File: src/rtl/ctxirq_pkg.sv
package ctxirq_pkg;
  localparam int CTX_W  = 8;
  localparam int DATA_W = 32;
  localparam int ADDR_W = 8;

  localparam logic [ADDR_W-1:0] OFS_EV_SET = 8'h90;
  localparam logic [ADDR_W-1:0] OFS_EV_CLR = 8'h94;
  localparam logic [ADDR_W-1:0] OFS_MK_SET = 8'h98;
  localparam logic [ADDR_W-1:0] OFS_MK_CLR = 8'h9C;

  localparam logic [1:0] IRQ_ALWAYS = 2'b11;

  typedef struct packed {
    logic [CTX_W-1:0] ev_set;
    logic [CTX_W-1:0] ev_clr;
    logic [CTX_W-1:0] mk_set;
    logic [CTX_W-1:0] mk_clr;
  } wr_strobes_t;
endpackage

File: src/rtl/ctxirq_wdec.sv
module ctxirq_wdec
  import ctxirq_pkg::*;
(
  input  logic              reg_wr,
  input  logic [ADDR_W-1:0] reg_addr,
  input  logic [DATA_W-1:0] reg_wdata,
  output wr_strobes_t       strb
);
  logic unused_wdata_hi;
  assign unused_wdata_hi = ^reg_wdata[DATA_W-1:CTX_W];

  always_comb begin
    strb = '0;
    if (reg_wr) begin
      unique case (reg_addr)
        OFS_EV_SET: strb.ev_set = reg_wdata[CTX_W-1:0];
        OFS_EV_CLR: strb.ev_clr = reg_wdata[CTX_W-1:0];
        OFS_MK_SET: strb.mk_set = reg_wdata[CTX_W-1:0];
        OFS_MK_CLR: strb.mk_clr = reg_wdata[CTX_W-1:0];
        default:    strb = '0;
      endcase
    end
  end
endmodule

File: src/rtl/ctxirq_qual.sv
module ctxirq_qual
  import ctxirq_pkg::*;
(
  input  logic [CTX_W-1:0]   cmpl_pulse,
  input  logic [2*CTX_W-1:0] cmpl_irq_ctl,
  output logic [CTX_W-1:0]   hw_set
);
  for (genvar i = 0; i < CTX_W; i++) begin : g_ctx
    assign hw_set[i] = cmpl_pulse[i] && (cmpl_irq_ctl[2*i+1:2*i] == IRQ_ALWAYS);
  end
endmodule

File: src/rtl/ctxirq_bank.sv
module ctxirq_bank
  import ctxirq_pkg::*;
#(
  parameter int NUM_IMPL = CTX_W
) (
  input  logic             clk,
  input  logic             rst_n,
  input  logic [CTX_W-1:0] hw_set,
  input  logic [CTX_W-1:0] sw_set,
  input  logic [CTX_W-1:0] sw_clr,
  output logic [CTX_W-1:0] bits
);
  localparam int unsigned    IMPL_INT = (1 << NUM_IMPL) - 1;
  localparam logic [CTX_W-1:0] IMPL   = IMPL_INT[CTX_W-1:0];

  for (genvar i = 0; i < CTX_W; i++) begin : g_bit
    if (i < NUM_IMPL) begin : g_impl
      logic q;
      always_ff @(posedge clk) begin
        if (!rst_n)                   q <= 1'b0;
        else if (hw_set[i] | sw_set[i]) q <= 1'b1;
        else if (sw_clr[i])           q <= 1'b0;
      end
      assign bits[i] = q;
    end else begin : g_tied
      assign bits[i] = 1'b0;
    end
  end

  // any set, hardware or software, lands even when a clear coincides
  p_set_wins_r8: assert property (@(posedge clk) disable iff (!rst_n)
    (((hw_set | sw_set) & IMPL) != '0) |=>
      ((bits & $past((hw_set | sw_set) & IMPL)) == $past((hw_set | sw_set) & IMPL)));

  p_clear_r3: assert property (@(posedge clk) disable iff (!rst_n)
    ((sw_clr & ~hw_set & ~sw_set & IMPL) != '0) |=>
      ((bits & $past(sw_clr & ~hw_set & ~sw_set)) == '0));

  p_hold_r2: assert property (@(posedge clk) disable iff (!rst_n)
    ((hw_set | sw_set | sw_clr) == '0) |=> $stable(bits));

  p_unimpl_zero_r10: assert property (@(posedge clk) disable iff (!rst_n)
    (bits & ~IMPL) == '0);
endmodule

File: src/rtl/ctxirq_rdmux.sv
module ctxirq_rdmux
  import ctxirq_pkg::*;
(
  input  logic              clk,
  input  logic              rst_n,
  input  logic              reg_rd,
  input  logic [ADDR_W-1:0] reg_addr,
  input  logic [CTX_W-1:0]  ev,
  input  logic [CTX_W-1:0]  mk,
  output logic [DATA_W-1:0] reg_rdata
);
  logic [CTX_W-1:0] sel;

  always_comb begin
    unique case (reg_addr)
      OFS_EV_SET:             sel = ev;
      OFS_EV_CLR:             sel = ev & mk;
      OFS_MK_SET, OFS_MK_CLR: sel = mk;
      default:                sel = '0;
    endcase
  end

  always_ff @(posedge clk) begin
    if (!rst_n)      reg_rdata <= '0;
    else if (reg_rd) reg_rdata <= {{(DATA_W-CTX_W){1'b0}}, sel};
  end

  p_rsvd_zero_r6: assert property (@(posedge clk) disable iff (!rst_n)
    reg_rdata[DATA_W-1:CTX_W] == '0);

  p_rd_hold_r11: assert property (@(posedge clk) disable iff (!rst_n)
    !reg_rd |=> $stable(reg_rdata));
endmodule

File: src/rtl/ctxirq_top.sv
module ctxirq_top
  import ctxirq_pkg::*;
#(
  parameter int NUM_CTX = 8
) (
  input  logic                  clk,
  input  logic                  rst_n,
  input  logic [CTX_W-1:0]      cmpl_pulse,
  input  logic [2*CTX_W-1:0]    cmpl_irq_ctl,
  input  logic [ADDR_W-1:0]     reg_addr,
  input  logic                  reg_wr,
  input  logic [DATA_W-1:0]     reg_wdata,
  input  logic                  reg_rd,
  output logic [DATA_W-1:0]     reg_rdata,
  output logic                  irq_out
);
  wr_strobes_t      strb;
  logic [CTX_W-1:0] hw_set;
  logic [CTX_W-1:0] ev_bits;
  logic [CTX_W-1:0] mk_bits;

  ctxirq_wdec u_wdec (
    .reg_wr    (reg_wr),
    .reg_addr  (reg_addr),
    .reg_wdata (reg_wdata),
    .strb      (strb)
  );

  ctxirq_qual u_qual (
    .cmpl_pulse   (cmpl_pulse),
    .cmpl_irq_ctl (cmpl_irq_ctl),
    .hw_set       (hw_set)
  );

  ctxirq_bank #(.NUM_IMPL(NUM_CTX)) u_event (
    .clk    (clk),
    .rst_n  (rst_n),
    .hw_set (hw_set),
    .sw_set (strb.ev_set),
    .sw_clr (strb.ev_clr),
    .bits   (ev_bits)
  );

  ctxirq_bank #(.NUM_IMPL(NUM_CTX)) u_mask (
    .clk    (clk),
    .rst_n  (rst_n),
    .hw_set ({CTX_W{1'b0}}),
    .sw_set (strb.mk_set),
    .sw_clr (strb.mk_clr),
    .bits   (mk_bits)
  );

  ctxirq_rdmux u_rd (
    .clk       (clk),
    .rst_n     (rst_n),
    .reg_rd    (reg_rd),
    .reg_addr  (reg_addr),
    .ev        (ev_bits),
    .mk        (mk_bits),
    .reg_rdata (reg_rdata)
  );

  always_ff @(posedge clk) begin
    if (!rst_n) irq_out <= 1'b0;
    else        irq_out <= |(ev_bits & mk_bits);
  end

  p_irq_follow_r9: assert property (@(posedge clk) disable iff (!rst_n)
    1'b1 |=> (irq_out == ($past(ev_bits & mk_bits) != '0)));

  p_hw_event_r7: assert property (@(posedge clk) disable iff (!rst_n)
    (cmpl_pulse[0] && cmpl_irq_ctl[1:0] == IRQ_ALWAYS) |=> ev_bits[0]);
endmodule

File: config.mk
export PLATFORM = sky130hd
export DESIGN_NAME = ctxirq_top
export DESIGN_NICKNAME = d
export VERILOG_FILES = /design/src/rtl/ctxirq_pkg.sv /design/src/rtl/ctxirq_wdec.sv /design/src/rtl/ctxirq_qual.sv /design/src/rtl/ctxirq_bank.sv /design/src/rtl/ctxirq_rdmux.sv /design/src/rtl/ctxirq_top.sv
export SDC_FILE = /design/constraint.sdc
export NUM_CORES = 1
export LEC_CHECK = 0
export ABC_CLOCK_PERIOD_IN_PS = 4150
export BUFFER_PORTS_ARGS = -buffer_cell sky130_fd_sc_hd__buf_2
export CELL_PAD_IN_SITES_DETAIL_PLACEMENT = 1
export CELL_PAD_IN_SITES_GLOBAL_PLACEMENT = 2
export CORE_AREA = 4 4 89 91
export DETAILED_ROUTE_END_ITERATION = 6
export DIE_AREA = 0 0 93 95
export PLACE_DENSITY = 0.79
export SLEW_MARGIN = 20
export SYNTH_ARGS = -nofsm -noshare
export SYNTH_HDL_FRONTEND = slang
export SYNTH_HIERARCHICAL = 1
export SYNTH_SLANG_ARGS = --single-unit
File: constraint.sdc
create_clock -name clk -period 4.15 [get_ports clk]
set_clock_uncertainty 0.1 [all_clocks]
set_input_delay 0.415 -clock clk [delete_from_list [all_inputs] [get_ports clk]]
set_output_delay 0.415 -clock clk [all_outputs]
set_load 0.05 [all_outputs]
### After elaboration in Yosys (flattened, before gate mapping)

Cells that the tools add are included.

| storage, ports and cells | value |
|---|---|
| flip-flop bits (word level) | 25 |
| input port bits | 68 |
| output and inout bits | 33 |
| logic and storage cells | 103 |

| operators by class | value |
|---|---|
| equal/unequal tests | 12 |
| multiplexer cells | 38 |
| bitwise gates (word level) | 9 |
| reductions and logical operators | 26 |

Operators by type and width:

| cell | count |
|---|---|
| $eq A8 B8 Y1 const B | 4 |
| $mux W1 | 32 |
| $mux W32 | 1 |
| $mux W8 | 4 |
| $reduce_bool A2 Y1 | 16 |
| $pmux W8 S3 | 1 |
| $eq A2 B2 Y1 const B | 8 |
| $and A8 B8 Y8 | 1 |
| $logic_and A1 B1 Y1 | 8 |
| $or A1 B1 Y1 | 8 |
| $reduce_or A8 Y1 | 1 |
| $reduce_or A2 Y1 | 1 |

### Depth between registers and ports, before layout

| logic depth | value |
|---|---|
| depth after elaboration | 5 |
| depth in mapped cells | 6 |

### Hierarchy

Netlist, hierarchy kept.

By module, submodules not included:

| module | instances | cells each | area an instance (um2) | seq. area each (um2) |
|---|---|---|---|---|
| ctxirq_bank | 2 | 33 | 345.3 | 160.2 |
| ctxirq_rdmux | 1 | 63 | 578.1 | 160.2 |
| ctxirq_wdec | 1 | 56 | 416.6 | 0.0 |
| ctxirq_top | 1 | 8 | 66.3 | 20.0 |
| ctxirq_qual | 1 | 8 | 50.0 | 0.0 |

### Worst setup path after synthesis

No wires, ideal clock.

| timing path | value |
|---|---|
| path type | input -> register |
| start point | input port reg_addr[3] |
| end point | register u_event.g_bit[0].g_impl.q |
| library setup time | 0.120 ns |
| arrival time | 1.461 ns |
| slack | 2.469 ns |
| stages on the path | 5 |
| buffers on the path | 1 |
| path through | or4b_1 -> buf_2 -> nor3_2 -> nor2b_1 -> o31a_1 |

RTL lines:

| element | RTL line | text |
|---|---|---|
| start, declared | ctxirq_top.sv:10 | `input logic [ADDR_W-1:0] reg_addr,` |
| end signal, assigned | ctxirq_bank.sv:20 | `if (!rst_n) q <= 1'b0;` |
| end signal, assigned | ctxirq_bank.sv:21 | `else if (hw_set[i] \| sw_set[i]) q <= 1'b1;` |
| end signal, assigned | ctxirq_bank.sv:22 | `else if (sw_clr[i]) q <= 1'b0;` |
| end, declared | ctxirq_bank.sv:18 | `logic q;` |

==> reports/qor.yml <==
power.share.combinational: 0.244
fin_tns_setup_ns: 0
tightestPinTransition_ns: 0.607
overflow: 0
place_area_sq_um: 1940
ant_nets: 0
r2r_cells: 2
start_kind: "primary input"
fp.coreArea_sq_um: 7140
cp_slowest_cell: "or4b_1"
antennaDiodeCount: 0
vias_per_cell: 4.40
die_area_sq_um: 8840
yosysWarnings: 6
avgSynthCellArea_sq_um: 8.96
drtIter0Drc: 57
area_growth_pct: 10.0
fin_crit_sh: 0.441
cp-startpoint: "reg_addr[3]"
htreeDepth: 1
clock_latency_ns: 0.26
hp-class: "reg -> reg"
grt_pass1_vias: 1460
placement_rows: 31
switching_share: 0.335
wl_per_cell_microns: 13.3
worstPathRequired_ns: 4.22
layout.cells.most_common_list: "buf_2 (52), conb_1 (32), dfxtp_1 (25)"
leakagePower_nw: 0.779
fin_crit_ns: 1.83
die_h_microns: 95
hp-start: "u_rd/reg_rdata[2]"
cpLargestDelayFamily: "simple AND/OR/NAND/NOR gates"
p_int_mw: 0.354
slew_violations: 0
numCtsBuffers: 3
design_area_sq_um: 1980
synth_area_sq_um: 1800
seq_power_share: 0.485
cts_sinks: 25
worstPathArrival_ns: 1.90
post_cts_buffers: 0
max-vdd-ir-drop_mv: 0.124
cap_violations: 0
whs_endpoint: "u_rd/reg_rdata[2]"
path_buf_inv: 1
antenna_found_initial: 0
firstDrtPassIters: 4
ys_types: 27
numPortBuffers: 52
synth_seq_area_share: 0.278
holdPathStages: 2
end_kind: "flop"
relSlewSlack: 0.595
ff2ff_setup_slack_ns: 3.23
gp_congestion: 0.707
tritoncts: "built"
grt_pass1_wl_microns: 7230
final_common_cell: "buf_2"
max_freq_ghz: 0.546
cts_resized: 0
ctsLongestPathBuffers: 2
cpPeakStageDelay_ns: 0.79
ys_seq_elements: 25
clockRootBuffer: "clkbuf_8"
drive_gt1_frac: 0.349
cts.clk_slew.worst_paths_ns: 0.09
setup_viol: 0
syn_inst: 201
ioPinCount: 101
route.detailed.drc: 0
power_density_nw_per_um2: 269
switching_power_mw: 0.178
worstSetupPathType: "in -> reg"
path_cells: "buf_2 > or4b_1 > nor3_2 > nor2b_1 > o31a_1"
p_clk_frac: 0.271
num_vias: 1469
grt_max_degree: 34
critPathMaxFanout: 17
r2r-end: "irq_out"
fillers: 901
rsz0062_at_grt: "false"
die_x_microns: 93
grt_usage: 0.102
nNetsFinal: 304
hold_viol: 0
initial_core_util: 0.252
timing.rr.start: "u_event/g_bit[4].g_impl.q"
outcome: "completed"
postCtsHoldBufs: 0
drt-total-wl_microns: 4450
dpl.hpwl_microns: 3430
[Yosys cell counts]
library cell / n / share of area
buf_2: 6 / 0.017
buf_6: 2 / 0.012
o221ai_1: 8 / 0.039
nor4_1: 2 / 0.0069
or4_4: 1 / 0.0062
nand2_1: 8 / 0.017
nor2b_1: 16 / 0.056
inv_1: 2 / 0.0042
buf_4: 41 / 0.17
nor3_1: 8 / 0.022
nand4bb_1: 3 / 0.019
o31a_1: 16 / 0.078
o21ai_1: 8 / 0.022
nand3_4: 1 / 0.0097
a41oi_1: 1 / 0.0049
conb_1: 2 / 0.0042
nor4b_1: 1 / 0.0049
nor3_2: 21 / 0.12
a22oi_1: 4 / 0.017
and4bb_1: 1 / 0.0069
nor2_1: 1 / 0.0021
clkbuf_1: 4 / 0.0083
or4b_1: 2 / 0.011
nor2_4: 1 / 0.0062
nand3b_1: 8 / 0.033
and3_1: 8 / 0.028
dfxtp_1: 25 / 0.28
[through the flow]
stage	instances	total power [mW]	hold WS [ns]	utilization	setup WS, ns
after floorplan	231	0.389	0.428	-	2.47
after global placement	330	0.392	0.362	0.271	2.07
after detailed placement	330	0.394	0.363	0.271	2.03
after CTS	334	0.540	0.378	0.278	2.31
after global routing	334	0.563	0.399	0.278	2.25
final	334	0.533	0.375	0.278	2.32
[kinds of logic after synthesis]
family          count (synthesis)  share of synthesized area
buf+inv                        55                      0.213
compound gates                 37                      0.160
other cells                     2                    0.00417
flops                          25                      0.278
simple gates                   82                      0.345
[area by class of cell]
cell class | instances | area (sq um) | share of cell area
multi-input combinational | 151 | 1040 | 0.523
clock buffer | 3 | 41.3 | 0.0208
inverter | 2 | 7.51 | 0.00379
timing repair buffer | 53 | 268 | 0.135
sequential | 25 | 500 | 0.253
tap | 99 | 124 | 0.0625
clock inverter | 1 | 5.00 | 0.00253
[per-layer routing]
metal	GRT usage	part of all wire	vias up
li1	-	-	728
met1	0.125	0.44	692
met2	0.180	0.49	47
met3	0.0255	0.064	2
met4	0.0244	0.0067	0
met5	0	0	-
[power groups by stage]
stage | logic (mW) | registers [mW] | clock network, mW
6_report | 0.130 | 0.258 | 0.144
2_1_floorplan | 0.126 | 0.263 | 0
4_1_cts | 0.130 | 0.258 | 0.151
5_1_grt | 0.142 | 0.260 | 0.161
3_3_place_gp | 0.128 | 0.264 | 0
3_5_place_dp | 0.130 | 0.264 | 0
[worst reg2reg max path, stage by stage (launching register included)]
cell     delay [ns]
dfxtp_1        0.34
a22oi_1        0.21
a41oi_1        0.15
[state kept, by name (all words and copies together), names as in the netlist]
signal / count
u_event/g_bit.g_impl.q: 8
irq_out: 1
u_mask/g_bit.g_impl.q: 8
u_rd/reg_rdata: 8
[how the worst max path moves through the flow]
| stage | to | slack (ns) | cells after the start |
|---|---|---|---|
| floorplan | u_event/g_bit[0].g_impl.q | 2.47 | 5 |
| global placement | u_event/g_bit[3].g_impl.q | 2.07 | 5 |
| detailed placement | u_event/g_bit[2].g_impl.q | 2.03 | 5 |
| CTS | u_event/g_bit[2].g_impl.q | 2.31 | 5 |
| global route | u_event/g_bit[2].g_impl.q | 2.25 | 5 |
| finish | u_event/g_bit[2].g_impl.q | 2.32 | 5 |
Power figures use the tool's default switching activity.
